===== src/rtl/irq_thr_pkg.sv =====
`timescale 1ns/1ps
package irq_thr_pkg;
  localparam int CAUSE_W  = 31;
  localparam int FLAG_BIT = 31;

  typedef struct packed {
    logic start;
    logic cancel;
  } tmr_ctl_t;
endpackage


===== src/rtl/irq_mask_bank.sv =====
`timescale 1ns/1ps
module irq_mask_bank #(
  parameter int CW = 31
) (
  input  logic          clk,
  input  logic          rst_n,
  input  logic [CW-1:0] wdata,
  input  logic          set_wr,
  input  logic          clr_wr,
  input  logic          am_wr,
  input  logic          am_en,
  input  logic          cause_rd,
  input  logic          cause_wr,
  input  logic          flag_q,
  output logic [CW-1:0] mask_q,
  output logic [CW-1:0] mask_nxt
);
  logic [CW-1:0] am_q;

  // set, then clear, then auto strip
  always_comb begin
    mask_nxt = mask_q;
    if (set_wr) mask_nxt = mask_nxt | wdata;
    if (clr_wr) mask_nxt = mask_nxt & ~wdata;
    if (am_en && (cause_wr || (cause_rd && flag_q)))
      mask_nxt = mask_nxt & ~am_q;
  end

  always_ff @(posedge clk) begin
    if (!rst_n) begin
      mask_q <= '0;
      am_q   <= '0;
    end else begin
      mask_q <= mask_nxt;
      if (am_wr) am_q <= wdata;
    end
  end

  assert_automask_strip_R5: assert property (@(posedge clk) disable iff (!rst_n)
    (cause_wr && am_en && !set_wr) |=> ((mask_q & $past(am_q)) == '0));

  assert_mask_hold_R10: assert property (@(posedge clk) disable iff (!rst_n)
    (!set_wr && !clr_wr && !cause_wr && !cause_rd) |=> $stable(mask_q));
endmodule


===== src/rtl/irq_mod_timer.sv =====
`timescale 1ns/1ps
module irq_mod_timer
  import irq_thr_pkg::*;
#(
  parameter int IVL_W       = 16,
  parameter int TICK_CYCLES = 64
) (
  input  logic             clk,
  input  logic             rst_n,
  input  tmr_ctl_t         ctl,
  input  logic [IVL_W-1:0] load,
  output logic             run,
  output logic             expire
);
  localparam int PRE_W = (TICK_CYCLES > 1) ? $clog2(TICK_CYCLES) : 1;
  localparam logic [PRE_W-1:0] PRE_LAST = PRE_W'(TICK_CYCLES - 1);

  logic [PRE_W-1:0] pre;
  logic [IVL_W-1:0] cnt;
  logic             unit_done;

  assign unit_done = (pre == PRE_LAST);
  assign expire    = run && unit_done && (cnt == IVL_W'(1));

  always_ff @(posedge clk) begin
    if (!rst_n) begin
      run <= 1'b0;
      pre <= '0;
      cnt <= '0;
    end else if (ctl.cancel) begin
      run <= 1'b0;
      pre <= '0;
    end else if (ctl.start) begin
      run <= 1'b1;
      pre <= '0;
      cnt <= load;
    end else if (run) begin
      if (expire) begin
        run <= 1'b0;
        pre <= '0;
      end else begin
        pre <= unit_done ? '0 : pre + PRE_W'(1);
        if (unit_done) cnt <= cnt - IVL_W'(1);
      end
    end
  end

  assert_start_runs_R8: assert property (@(posedge clk) disable iff (!rst_n)
    (ctl.start && !ctl.cancel) |=> run);

  assert_cancel_stops_R7: assert property (@(posedge clk) disable iff (!rst_n)
    ctl.cancel |=> !run);
endmodule


===== src/rtl/irq_throttle_ctrl.sv =====
`timescale 1ns/1ps
module irq_throttle_ctrl
  import irq_thr_pkg::*;
#(
  parameter int IVL_W       = 16,
  parameter int TICK_CYCLES = 64
) (
  input  logic               clk,
  input  logic               rst_n,
  input  logic [CAUSE_W-1:0] acc_wdata,
  input  logic               cause_rd,
  input  logic               cause_wr,
  input  logic               mask_set_wr,
  input  logic               mask_clr_wr,
  input  logic               automask_wr,
  input  logic               automask_en,
  input  logic               interval_wr,
  input  logic [CAUSE_W-1:0] post_vec,
  input  logic               post_now,
  output logic [CAUSE_W:0]   cause_q,
  output logic [CAUSE_W-1:0] mask_q,
  output logic               irq
);
  logic [CAUSE_W-1:0] mask_nxt;
  logic [IVL_W-1:0]   ivl_q;
  logic [CAUSE_W:0]   cause_nxt;
  logic [CAUSE_W-1:0] fresh;
  logic               urgent, pend;
  tmr_ctl_t           tctl;
  logic               tmr_run, tmr_expire;

  irq_mask_bank #(.CW(CAUSE_W)) u_mask (
    .clk(clk), .rst_n(rst_n), .wdata(acc_wdata),
    .set_wr(mask_set_wr), .clr_wr(mask_clr_wr), .am_wr(automask_wr),
    .am_en(automask_en), .cause_rd(cause_rd), .cause_wr(cause_wr),
    .flag_q(cause_q[FLAG_BIT]), .mask_q(mask_q), .mask_nxt(mask_nxt)
  );

  irq_mod_timer #(.IVL_W(IVL_W), .TICK_CYCLES(TICK_CYCLES)) u_tmr (
    .clk(clk), .rst_n(rst_n), .ctl(tctl), .load(ivl_q),
    .run(tmr_run), .expire(tmr_expire)
  );

  // accesses, then posts, then evaluation
  always_comb begin
    cause_nxt = cause_q;
    if (cause_rd && (cause_q[FLAG_BIT] || mask_q == '0))
      cause_nxt[CAUSE_W-1:0] = '0;
    if (cause_wr)
      cause_nxt[CAUSE_W-1:0] = cause_nxt[CAUSE_W-1:0] & ~acc_wdata;
    fresh  = post_vec & ~cause_nxt[CAUSE_W-1:0];
    urgent = post_now && (fresh != '0);
    cause_nxt[CAUSE_W-1:0] = cause_nxt[CAUSE_W-1:0] | fresh;
    pend = (cause_nxt[CAUSE_W-1:0] & mask_nxt) != '0;
    tctl = '0;
    if (!pend) begin
      cause_nxt[FLAG_BIT] = 1'b0;
      tctl.cancel = tmr_run;
    end else if (urgent || ivl_q == '0 || tmr_expire) begin
      cause_nxt[FLAG_BIT] = 1'b1;
      tctl.cancel = tmr_run;
    end else if (!cause_nxt[FLAG_BIT] && !tmr_run) begin
      tctl.start = 1'b1;
    end
  end

  always_ff @(posedge clk) begin
    if (!rst_n) begin
      cause_q <= '0;
      ivl_q   <= '0;
    end else begin
      cause_q <= cause_nxt;
      if (interval_wr) ivl_q <= acc_wdata[IVL_W-1:0];
    end
  end

  assign irq = cause_q[FLAG_BIT];

  assert_quiet_line_R7: assert property (@(posedge clk) disable iff (!rst_n)
    ((cause_q[CAUSE_W-1:0] & mask_q) == '0) |-> !irq);

  assert_timer_waits_R8: assert property (@(posedge clk) disable iff (!rst_n)
    tmr_run |-> (!irq && ((cause_q[CAUSE_W-1:0] & mask_q) != '0)));

  assert_urgent_fires_R9: assert property (@(posedge clk) disable iff (!rst_n)
    (post_now && ((post_vec & ~cause_q[CAUSE_W-1:0] & mask_q) != '0) &&
     !cause_rd && !cause_wr && !mask_set_wr && !mask_clr_wr) |=> irq);

  assert_write_clears_R4: assert property (@(posedge clk) disable iff (!rst_n)
    (cause_wr && post_vec == '0) |=>
      ((cause_q[CAUSE_W-1:0] & $past(acc_wdata)) == '0));

  assert_post_sticks_R2: assert property (@(posedge clk) disable iff (!rst_n)
    (!cause_rd && !cause_wr) |=>
      ((cause_q[CAUSE_W-1:0] & $past(post_vec)) == $past(post_vec)));
endmodule


===== config.mk =====
export PLATFORM = sky130hd
export DESIGN_NAME = irq_throttle_ctrl
export DESIGN_NICKNAME = d
export VERILOG_FILES = /design/src/rtl/irq_thr_pkg.sv /design/src/rtl/irq_mask_bank.sv /design/src/rtl/irq_mod_timer.sv /design/src/rtl/irq_throttle_ctrl.sv
export SDC_FILE = /design/constraint.sdc
export NUM_CORES = 1
export LEC_CHECK = 0
export ABC_AREA = 1
export BUFFER_PORTS_ARGS = -buffer_cell sky130_fd_sc_hd__buf_2
export CAP_MARGIN = 20
export CORE_MARGIN = 5
export CORE_UTILIZATION = 50
export CTS_CLUSTER_SIZE = 12
export DETAILED_ROUTE_END_ITERATION = 7
export PLACE_DENSITY = 0.76
export SETUP_SLACK_MARGIN = 0.15
export SYNTH_ARGS = -nofsm -noshare
export SYNTH_HDL_FRONTEND = slang
export SYNTH_SLANG_ARGS = --single-unit

===== constraint.sdc =====
create_clock -name clk -period 1.95 [get_ports clk]
set_input_delay 0.195 -clock clk [delete_from_list [all_inputs] [get_ports clk]]
set_output_delay 0.195 -clock clk [all_outputs]
set_load 0.03 [all_outputs]

* After elaboration in Yosys (flattened, before gate mapping)
Cells that the tools add are included.
** Word-level totals
- Register bits after elaboration :: 133
- Bits of input ports :: 72
- Output and inout port bits :: 64
- Logic and storage cells :: 67
** Operators by class
- Add/subtract/negate cells :: 2
- Eq/ne operators :: 3
- Mux-type cells :: 19
- Bitwise logic cells :: 12
- Reductions and logical operators :: 23
** Operator list (count)
- $and A31 B31 Y31 :: 5
- $mux W31 :: 5
- $not A31 Y31 :: 3
- $mux W16 :: 4
- $or A31 B31 Y31 :: 2
- $reduce_bool A31 Y1 :: 2
- $logic_not A31 Y1 :: 1
- $eq A16 B1 Y1 const B :: 1
- $logic_not A16 Y1 :: 1
- $sub A16 B1 Y16 const B :: 1
- $mux W6 :: 2
- $mux W1 :: 8
- $logic_and A1 B1 Y1 :: 7
- $add A6 B1 Y6 const B :: 1
- $eq A6 B6 Y1 const B :: 1
- $logic_or A1 B1 Y1 :: 4
- $reduce_and A4 Y1 :: 1
- $reduce_bool A2 Y1 :: 2
- $reduce_or A3 Y1 :: 1
- $logic_not A1 Y1 :: 2
- $ne A2 B2 Y1 const B :: 1
- $not A1 Y1 :: 2
- $reduce_and A2 Y1 :: 1
- $reduce_or A2 Y1 :: 1

* Logic depth before layout (Yosys ltp)
Gate-level depths: netlist (run 1).
- Word-level depth :: 16
- Mapped depth :: 24
- Mapped depth without buffers :: 21

* Modules after synthesis
From an unflattened synthesis (run 1), not the netlist that was laid out.
** Unflattened totals
- Cells, all modules :: 1212
- Area total of the unflattened synthesis :: 7474.7 sq um
** Modules (own cells, without submodules)
- irq_mask_bank :: instances 1, cells each 494, area each 3131.8 sq um, sequential area each 1241.2 sq um
- irq_throttle_ctrl :: instances 1, cells each 436, area each 2720.1 sq um, sequential area each 960.9 sq um
- irq_mod_timer :: instances 1, cells each 282, area each 1622.8 sq um, sequential area each 460.4 sq um

* Least setup slack after synthesis (run 1)
OpenSTA, ideal clock, no wires.
- Kind :: reg-to-reg
- From :: register u_mask.mask_q[17]
- To :: register u_tmr.cnt[14]
- Setup time :: 0.114 ns
- Data arrival time :: 2.274 ns
- Required time :: 1.836 ns
- Slack :: -0.438 ns
- Stages on the path, launching flop included :: 25
- Path buffers :: 3
- Period minus slack after synthesis :: 2.388 ns
- Cell sequence :: dfxtp_1 inv_1 nand2_1 nor2_1 nand2_1 nor2_1 nand2_2 buf_6 nand3_1 nand2_1 nand2_1 nor2_1 nand2_1 nor2_1 nand2_1 nand2_2 nand3_2 nor2_4 buf_6 buf_8 nand2_2 nand2_1 nand2_1 nand2_1 nor2_2
** Between the ends
- Word-level cells in the longest chain between the ends :: 16
- Elaborated cells between the ends (all ways) :: 31
- Those cells by class :: eq/ne (1); mux (10); bitwise (9); reduce/logical (11)
** RTL lines
- from (decl) :: RTL line irq_mask_bank.sv:15 : output logic [CW-1:0] mask_q,
- from (signal assigned) :: RTL line irq_mask_bank.sv:34 : mask_q <= mask_nxt;
- $logic_not A31 Y1 :: RTL line irq_throttle_ctrl.sv:47 : if (cause_rd && (cause_q[FLAG_BIT] || mask_q == '0))
- $logic_or A1 B1 Y1 :: RTL line irq_throttle_ctrl.sv:47
- $logic_and A1 B1 Y1 :: RTL line irq_throttle_ctrl.sv:47
- $mux W31 :: RTL line irq_throttle_ctrl.sv:47
- $and A31 B31 Y31 :: RTL line irq_throttle_ctrl.sv:50 : cause_nxt[CAUSE_W-1:0] = cause_nxt[CAUSE_W-1:0] & ~acc_wdata;
- $mux W31 :: RTL line irq_throttle_ctrl.sv:49 : if (cause_wr)
- $not A31 Y31 :: RTL line irq_throttle_ctrl.sv:51 : fresh = post_vec & ~cause_nxt[CAUSE_W-1:0];
- $and A31 B31 Y31 :: RTL line irq_throttle_ctrl.sv:51
- $reduce_bool A31 Y1 :: RTL line irq_throttle_ctrl.sv:52 : urgent = post_now && (fresh != '0);
- $logic_and A1 B1 Y1 :: RTL line irq_throttle_ctrl.sv:52
- $logic_or A1 B1 Y1 (2 in a row) :: RTL line irq_throttle_ctrl.sv:59 : end else if (urgent || ivl_q == '0 || tmr_expire) begin
- $mux W1 :: RTL line irq_throttle_ctrl.sv:59
- $mux W1 :: RTL line irq_throttle_ctrl.sv:56 : if (!pend) begin
- $ne A2 B2 Y1 (no line), or another cell as far along
- $reduce_and A4 Y1 (no line)
- to (signal assigned) :: RTL line irq_mod_timer.sv:36 : cnt <= load;
- to (signal assigned) :: RTL line irq_mod_timer.sv:43 : if (unit_done) cnt <= cnt - IVL_W'(1);
- to (decl) :: RTL line irq_mod_timer.sv:19 : logic [IVL_W-1:0] cnt;
Parallel ways exist; a longest one is shown, timed or not.
A chain may end at the register's enable or synchronous reset.

* Final worst setup path (run 1)
- From :: register u_mask.mask_q[14]
- To :: register u_tmr.cnt[9]
The elaborated chain is that of the path after synthesis.

==> run metrics, run 1 <==
wirelength, routed=24,100 µm; synthesis-to-finish area growth=47.7%; final slew viol count=0; post-layout total power=0.00844 W; number of vias in the routed layout=8,118; input/output buffers=135; remaining antenna violation count after routing=0; number of antenna violations at the first check in global routing=1; residual overflow from global routing=0; portion of synthesized cell area occupied by the leading cell type=0.375; CTS tree=yes; clock tree sinks=133; worst-path maximum fanout=4; final instance count without filler cells=1,569; Hold Path Sink=cause_q[28]; slowest library cell on the worst path=sky130_fd_sc_hd__dfxtp_4; DRC marker count from the first detailed-route iteration=848; post-route fraction of the period consumed by the critical path=1.43; Worst Tran Pin Value=0.601 ns; nets=1,450; via count of the first global-routing pass=7,675; crit path setup slack, layout=-0.846 ns; later-pin clock latency in the skew report=0.43 ns; pwr/cell area=804 nW/µm²; most frequent cells in the layout=203 x sky130_fd_sc_hd__nand2_1, 187 x sky130_fd_sc_hd__inv_1, 148 x sky130_fd_sc_hd__buf_4; number of enable-type register cells in the synthesized netlist=0; Maximum Capacitance Violations=0; total nets after synthesis=1,169; setup repair after global routing missed its margin=true; Clock Root Buffer=sky130_fd_sc_hd__clkbuf_16; count of hold buffers inserted by post-cts repair=0; proportion of layout cells with a drive suffix above 1=0.366; total area of multi-input combinational cells=3790 µm²; Post-route DRC=0; die footprint=16,700 µm²; number of filler instances in the final layout=952; syn_area_per_cell=6.50 µm²; clock-pin slew on the worst setup and hold paths=0.06 ns; detail-routed net length per standard cell=15.3 µm; maximum clock rate=0.358 GHz; Cell Count Post-Placement=1,513; R2R Path Start=u_mask.mask_q[14]; detailed placer's ending HPWL=15,700 µm; prevailing post-synth register cell=sky130_fd_sc_hd__dfxtp_1; Vert. Die Dim=129 µm; storage element area=2780 µm²; register bit total from synthesis=133; critical path arrival=3.12 ns; Die Width=129 µm; leakage=5.60 nW; initial cell density of the core=0.510; cell type with the highest aggregate area in the netlist=sky130_fd_sc_hd__dfxtp_1; destination of the worst register-to-register timing path=u_tmr.cnt[9]; post-layout util=0.753; pin count of the biggest net entering global routing=63; count of cell types in the netlist=33; count of endpoints failing hold in the final timing report=0; commonest non-fill, non-tap cell in the layout=sky130_fd_sc_hd__nand2_1; biggest area contributors in the synthesized netlist=sky130_fd_sc_hd__dfxtp_1 37%, sky130_fd_sc_hd__nand2_1 12%, sky130_fd_sc_hd__inv_1 11%; type of the tightest min-delay check=input port to register; number of buffers created by CTS=17; violated checks=setup timing; Worst Clk Skew=0.0122 ns; Row Count=43; worst relative slew slack=0.599; logic depth of the worst register-to-register path=25; routed via count divided by cell count=5.17; run status=finished, violations left; start point of the worst min-delay path=post_vec[28]; detailed-routing iteration count for the pre-antenna-repair pass=6; first-pass GRT wire length=36,300 µm; post-synthesis cell count=1,094; post-synthesis cell area=7110 µm²; Yosys Warn Count=0; crit-path max cell delay=0.35 ns; number of setup violations in the final report=24; count of cells along the worst hold path=3; sequential element share of the synthesized area=0.375; worst path required time=2.27 ns; Async SR Flop Fraction=0; worst IR drop on VDD=0.000623 V; largest buffer count on any clock path=2; placer congestion estimate=0.910; most frequent cell on the critical path=sky130_fd_sc_hd__nand2_1; core area=13,900 µm²; level count of the clock H-tree=4; path type of the worst setup path=register to register; GRT Resource Usage Total=0.273; Critical Path Start Type=register; total I/O pin count=136; r2r setup slk=-0.85 ns; Crit. End Element=register; minimum clock period after layout=2.80 ns
[final cells by class]
| type | instances | share of cell area |
|---|---|---|
| clock inverter | 4 | 0.00405 |
| timing repair buffer | 310 | 0.219 |
| inverter | 220 | 0.0791 |
| multi-input combinational | 693 | 0.361 |
| tap | 180 | 0.0215 |
| clock buffer | 28 | 0.0502 |
| sequential | 133 | 0.265 |
| antenna | 1 | 0.000238 |
[worst max-delay path: cells and delay by family, from the launching register on]
| kind | cells | cell delay [ns] |
|---|---|---|
| flip-flops | 1 | 0.35 |
| AND/OR/NAND/NOR | 19 | 1.62 |
| buffers and inverters | 6 | 0.72 |
[report_power, final]
part / internal [W] / leakage, nW / total [W] / switching, W
Clock: 0.00195 / 0.280 / 0.00312 / 0.00117
Sequential: 0.00290 / 1.12 / 0.00303 / 0.000123
Combinational: 0.000970 / 4.20 / 0.00229 / 0.00132
[worst max path at each step]
stage	startpoint	end	slack [ns]	cells past startpoint
6_report	u_mask.mask_q[14]	u_tmr.cnt[9]	-0.85	25
4_1_cts	u_mask.mask_q[15]	u_tmr.cnt[14]	-0.69	24
3_5_place_dp	u_mask.mask_q[16]	u_tmr.cnt[14]	-0.72	22
2_1_floorplan	u_mask.mask_q[17]	u_tmr.cnt[14]	-0.26	24
3_3_place_gp	u_mask.mask_q[16]	u_tmr.cnt[14]	-0.66	22
5_1_grt	u_mask.mask_q[8]	u_tmr.cnt[8]	-1.02	25
[cells by family (layout without fill, tap and decap cells)]
group / Yosys count / count (layout) / synth area share
simple gates: 413 / 413 / 0.253
buf+inv: 268 / 562 / 0.150
compound gates: 262 / 262 / 0.199
flops: 133 / 133 / 0.375
xor+xnor: 15 / 15 / 0.0185
fa+ha+maj: 3 / 3 / 0.00528
other cells: 0 / 1 / 0
[layer usage]
layer,up-vias,share of wire,wire (µm),global-route usage
li1,3962,-,-,-
met1,3713,0.39,9430,0.317
met2,348,0.50,12000,0.479
met3,93,0.070,1690,0.0660
met4,2,0.038,903,0.119
met5,-,0.00054,13,0
[Yosys cell counts (4+ instances only)]
master	instances
sky130_fd_sc_hd__dfxtp_1	133
sky130_fd_sc_hd__buf_2	11
sky130_fd_sc_hd__a21oi_1	79
sky130_fd_sc_hd__buf_6	4
sky130_fd_sc_hd__inv_2	4
sky130_fd_sc_hd__nand3_1	11
sky130_fd_sc_hd__nand2_1	236
sky130_fd_sc_hd__nor2_1	114
sky130_fd_sc_hd__nor3_1	8
sky130_fd_sc_hd__a21boi_0	30
sky130_fd_sc_hd__clkbuf_1	31
sky130_fd_sc_hd__o21ai_1	9
sky130_fd_sc_hd__inv_1	216
sky130_fd_sc_hd__xor2_1	14
sky130_fd_sc_hd__nand2_2	5
sky130_fd_sc_hd__a21o_1	4
sky130_fd_sc_hd__o21ai_0	134
sky130_fd_sc_hd__nor4_1	4
sky130_fd_sc_hd__nand3_2	26
[repair_timing]
| item | 4_1_cts | 5_1_grt |
|---|---|---|
| pin swaps | 7 | 35 |
| resized for setup | 72 | 49 |
| buffers inserted | 11 | 5 |
| gates cloned | 5 | 2 |
| setup endpoints to repair | 24 | 25 |
[state kept, by name (all words and copies together), names as in the netlist]
signal         count
u_tmr.run          1
u_tmr.pre          6
ivl_q             16
cause_q           32
u_mask.mask_q     31
u_tmr.cnt         16
u_mask.am_q       31
[metrics by stage]
step	setup TNS (ns)	area, µm²	hold WS, ns	setup WS (ns)
2_1_floorplan	-4.34	7260	0.349	-0.261
6_report	-18.81	10500	0.0360	-0.846
4_1_cts	-15.08	10200	0.0321	-0.690
5_1_grt	-22.95	10500	0.0460	-1.02
3_5_place_dp	-15.98	9180	0.470	-0.717
3_3_place_gp	-14.62	9180	0.466	-0.656
Power figures use the tool's default switching activity.
==> run 2, diff against run 1 <==
--- a/config.mk
+++ b/config.mk
@@ -12,7 +12,7 @@
 export CORE_UTILIZATION = 50
 export CTS_CLUSTER_SIZE = 12
 export DETAILED_ROUTE_END_ITERATION = 7
-export PLACE_DENSITY = 0.76
+export PLACE_DENSITY = 0.73
 export SETUP_SLACK_MARGIN = 0.15
 export SYNTH_ARGS = -nofsm -noshare
 export SYNTH_HDL_FRONTEND = slang
==> constraint.sdc (replaced) <==
create_clock -name clk -period 2.6 [get_ports clk]
set_input_delay 0.26 -clock clk [delete_from_list [all_inputs] [get_ports clk]]
set_output_delay 0.26 -clock clk [all_outputs]
set_load 0.03 [all_outputs]
==> run metrics, run 2 (synthesis gave the netlist of run 1 again) <==
later-pin clock latency in the skew report=0.43 ns; worst-path maximum fanout=8; DRC marker count from the first detailed-route iteration=620; Maximum Capacitance Violations=0; setup TNS=-0.849 ns; total I/O pin count=136; nets=1,359; GRT Resource Usage Total=0.253; critical path arrival=3.06 ns; routed via count divided by cell count=5.08; commonest non-fill, non-tap cell in the layout=sky130_fd_sc_hd__nand2_1; level count of the clock H-tree=4; wirelength, routed=21,800 µm; type of the tightest min-delay check=input port to register; proportion of layout cells with a drive suffix above 1=0.282; die footprint=16,700 µm²; Worst Clk Skew=0.00801 ns; path type of the worst setup path=register to register; destination of the worst register-to-register timing path=u_tmr.cnt[1]; number of vias in the routed layout=7,519; most frequent cell on the critical path=sky130_fd_sc_hd__nand2_2; worst IR drop on VDD=0.000532 V; number of setup violations in the final report=16; number of buffer and inverter instances along the worst setup path=4; clock-pin slew on the worst setup and hold paths=0.06 ns; largest buffer count on any clock path=2; logic depth of the worst register-to-register path=23; largest registers in the final layout=cause_q: 32 flops, u_mask.am_q: 31 flops, u_mask.mask_q: 31 flops; Row Count=43; CP delay by family, top=simple AND/OR/NAND/NOR gates; endpoint of the most critical setup path=u_tmr.cnt[1]; final slew viol count=0; maximum clock rate=0.366 GHz; pin count of the biggest net entering global routing=65; remaining antenna violation count after routing=0; worst path required time=2.93 ns; setup repair after global routing missed its margin=true; clock tree sinks=133; Worst Setup Slack post-DPL=-0.0527 ns; pwr/cell area=663 nW/µm²; cells traversed along the worst timing path=inv_2, nand2_2, nor2_1, nand2_2, nor2_4, nand2_4, clkbuf_16, nand3_4, nand2_2, nand2_1, nand2_1, nor2_2, nand2_1, nor2_2, nand2_2, nand2_2, nor2_4, buf_12, o21ai_4, buf_6, nand2_2, nand2_1, nor2_1; residual overflow from global routing=0; initial cell density of the core=0.510; input/output buffers=135; Worst Tran Pin Value=0.666 ns; R2R Path Start=u_mask.mask_q[22]; count of cell instances traversed by the critical path=23; max FFs per register=32; slowest library cell on the worst path=sky130_fd_sc_hd__dfxtp_2; Vert. Die Dim=129 µm; worst relative slew slack=0.556; leakage=5.12 nW; run status=finished, violations left; via count of the first global-routing pass=6,889; Critical Path Start Type=register; count of endpoints failing hold in the final timing report=0; violated checks=setup timing; detailed-routing iteration count for the pre-antenna-repair pass=5; most frequent cells in the layout=208 x sky130_fd_sc_hd__nand2_1, 205 x sky130_fd_sc_hd__inv_1, 135 x sky130_fd_sc_hd__buf_2; r2r setup slk=-0.13 ns; crit path setup slack, layout=-0.134 ns; count of hold buffers inserted by post-cts repair=0; Die Width=129 µm; Post-route DRC=0; detailed placer's ending HPWL=15,000 µm; post-route fraction of the period consumed by the critical path=1.05; number of antenna violations at the first check in global routing=2; launching instance or port of the critical path=u_mask.mask_q[22]; placer congestion estimate=0.898; most flop-heavy register=cause_q; Crit. End Element=register; synthesis-to-finish area growth=33.6%; detail-routed net length per standard cell=14.8 µm; first-pass GRT wire length=33,300 µm; minimum clock period after layout=2.73 ns; core area=13,900 µm²; number of buffers created by CTS=17; Clock Root Buffer=sky130_fd_sc_hd__clkbuf_16; CTS tree=yes; crit-path max cell delay=0.33 ns
[run 2: final cells by class]
class                      instances  area, µm²
antenna                            2       5.00
clock buffer                      19        443
clock inverter                    13        181
fill                            1193       4440
inverter                         220        826
multi-input combinational        693       3580
sequential                       133       2680
tap                              180        225
timing repair buffer             219       1550
[run 2: repair_timing]
item | in CTS | in global routing
endpoints found under the setup margin | 23 | 23
endpoints found under the hold margin | 0 | 0
buffers inserted | 0 | 2
resized for setup | 14 | 83
pin swaps | 1 | 29
gates cloned | 0 | 5
[run 2: power breakdown]
part | total, W | leakage (nW) | internal, W | switching [W]
Sequential | 0.00229 | 1.11 | 0.00219 | 0.0000982
Combinational | 0.00145 | 3.70 | 0.000562 | 0.000885
Clock | 0.00256 | 0.303 | 0.00162 | 0.000939
[run 2: worst min path at each step]
stage | endpoint | from | cells past startpoint
CTS | cause_q[3] | post_vec[3] | 3
floorplan | cause_q[0] | post_vec[0] | 2
finish | cause_q[0] | post_vec[0] | 3
global placement | u_tmr.cnt[15] | u_tmr.cnt[15] | 2
global route | cause_q[25] | post_vec[25] | 3
detailed placement | u_tmr.cnt[15] | u_tmr.cnt[15] | 2
[run 2: per-layer routing]
metal  track usage  part of all wire  vias up
met1         0.345              0.44     3377
met3        0.0486             0.070       45
li1              -                 -     3784
met4        0.0951             0.021        0
met2         0.397              0.47      313
met5             0                 0        -
[run 2: tightest hold or removal path: stages]
cell and delay (ns):
sky130_fd_sc_hd__buf_2 0.10, sky130_fd_sc_hd__inv_1 0.06, sky130_fd_sc_hd__a21oi_1 0.06
[run 2: through the flow]
| step | cell area (µm²) | cells | util | power [W] | hold slack (ns) |
|---|---|---|---|---|---|
| final | 9500 | 1479 | 0.682 | 0.00630 | 0.0944 |
| after floorplan | 7110 | 1094 | - | 0.00319 | 0.414 |
| after detailed placement | 8480 | 1438 | 0.609 | 0.00364 | 0.478 |
| after CTS | 9160 | 1470 | 0.657 | 0.00621 | 0.0867 |
| after global placement | 8480 | 1438 | 0.609 | 0.00362 | 0.466 |
| after global routing | 9500 | 1479 | 0.682 | 0.00658 | 0.103 |
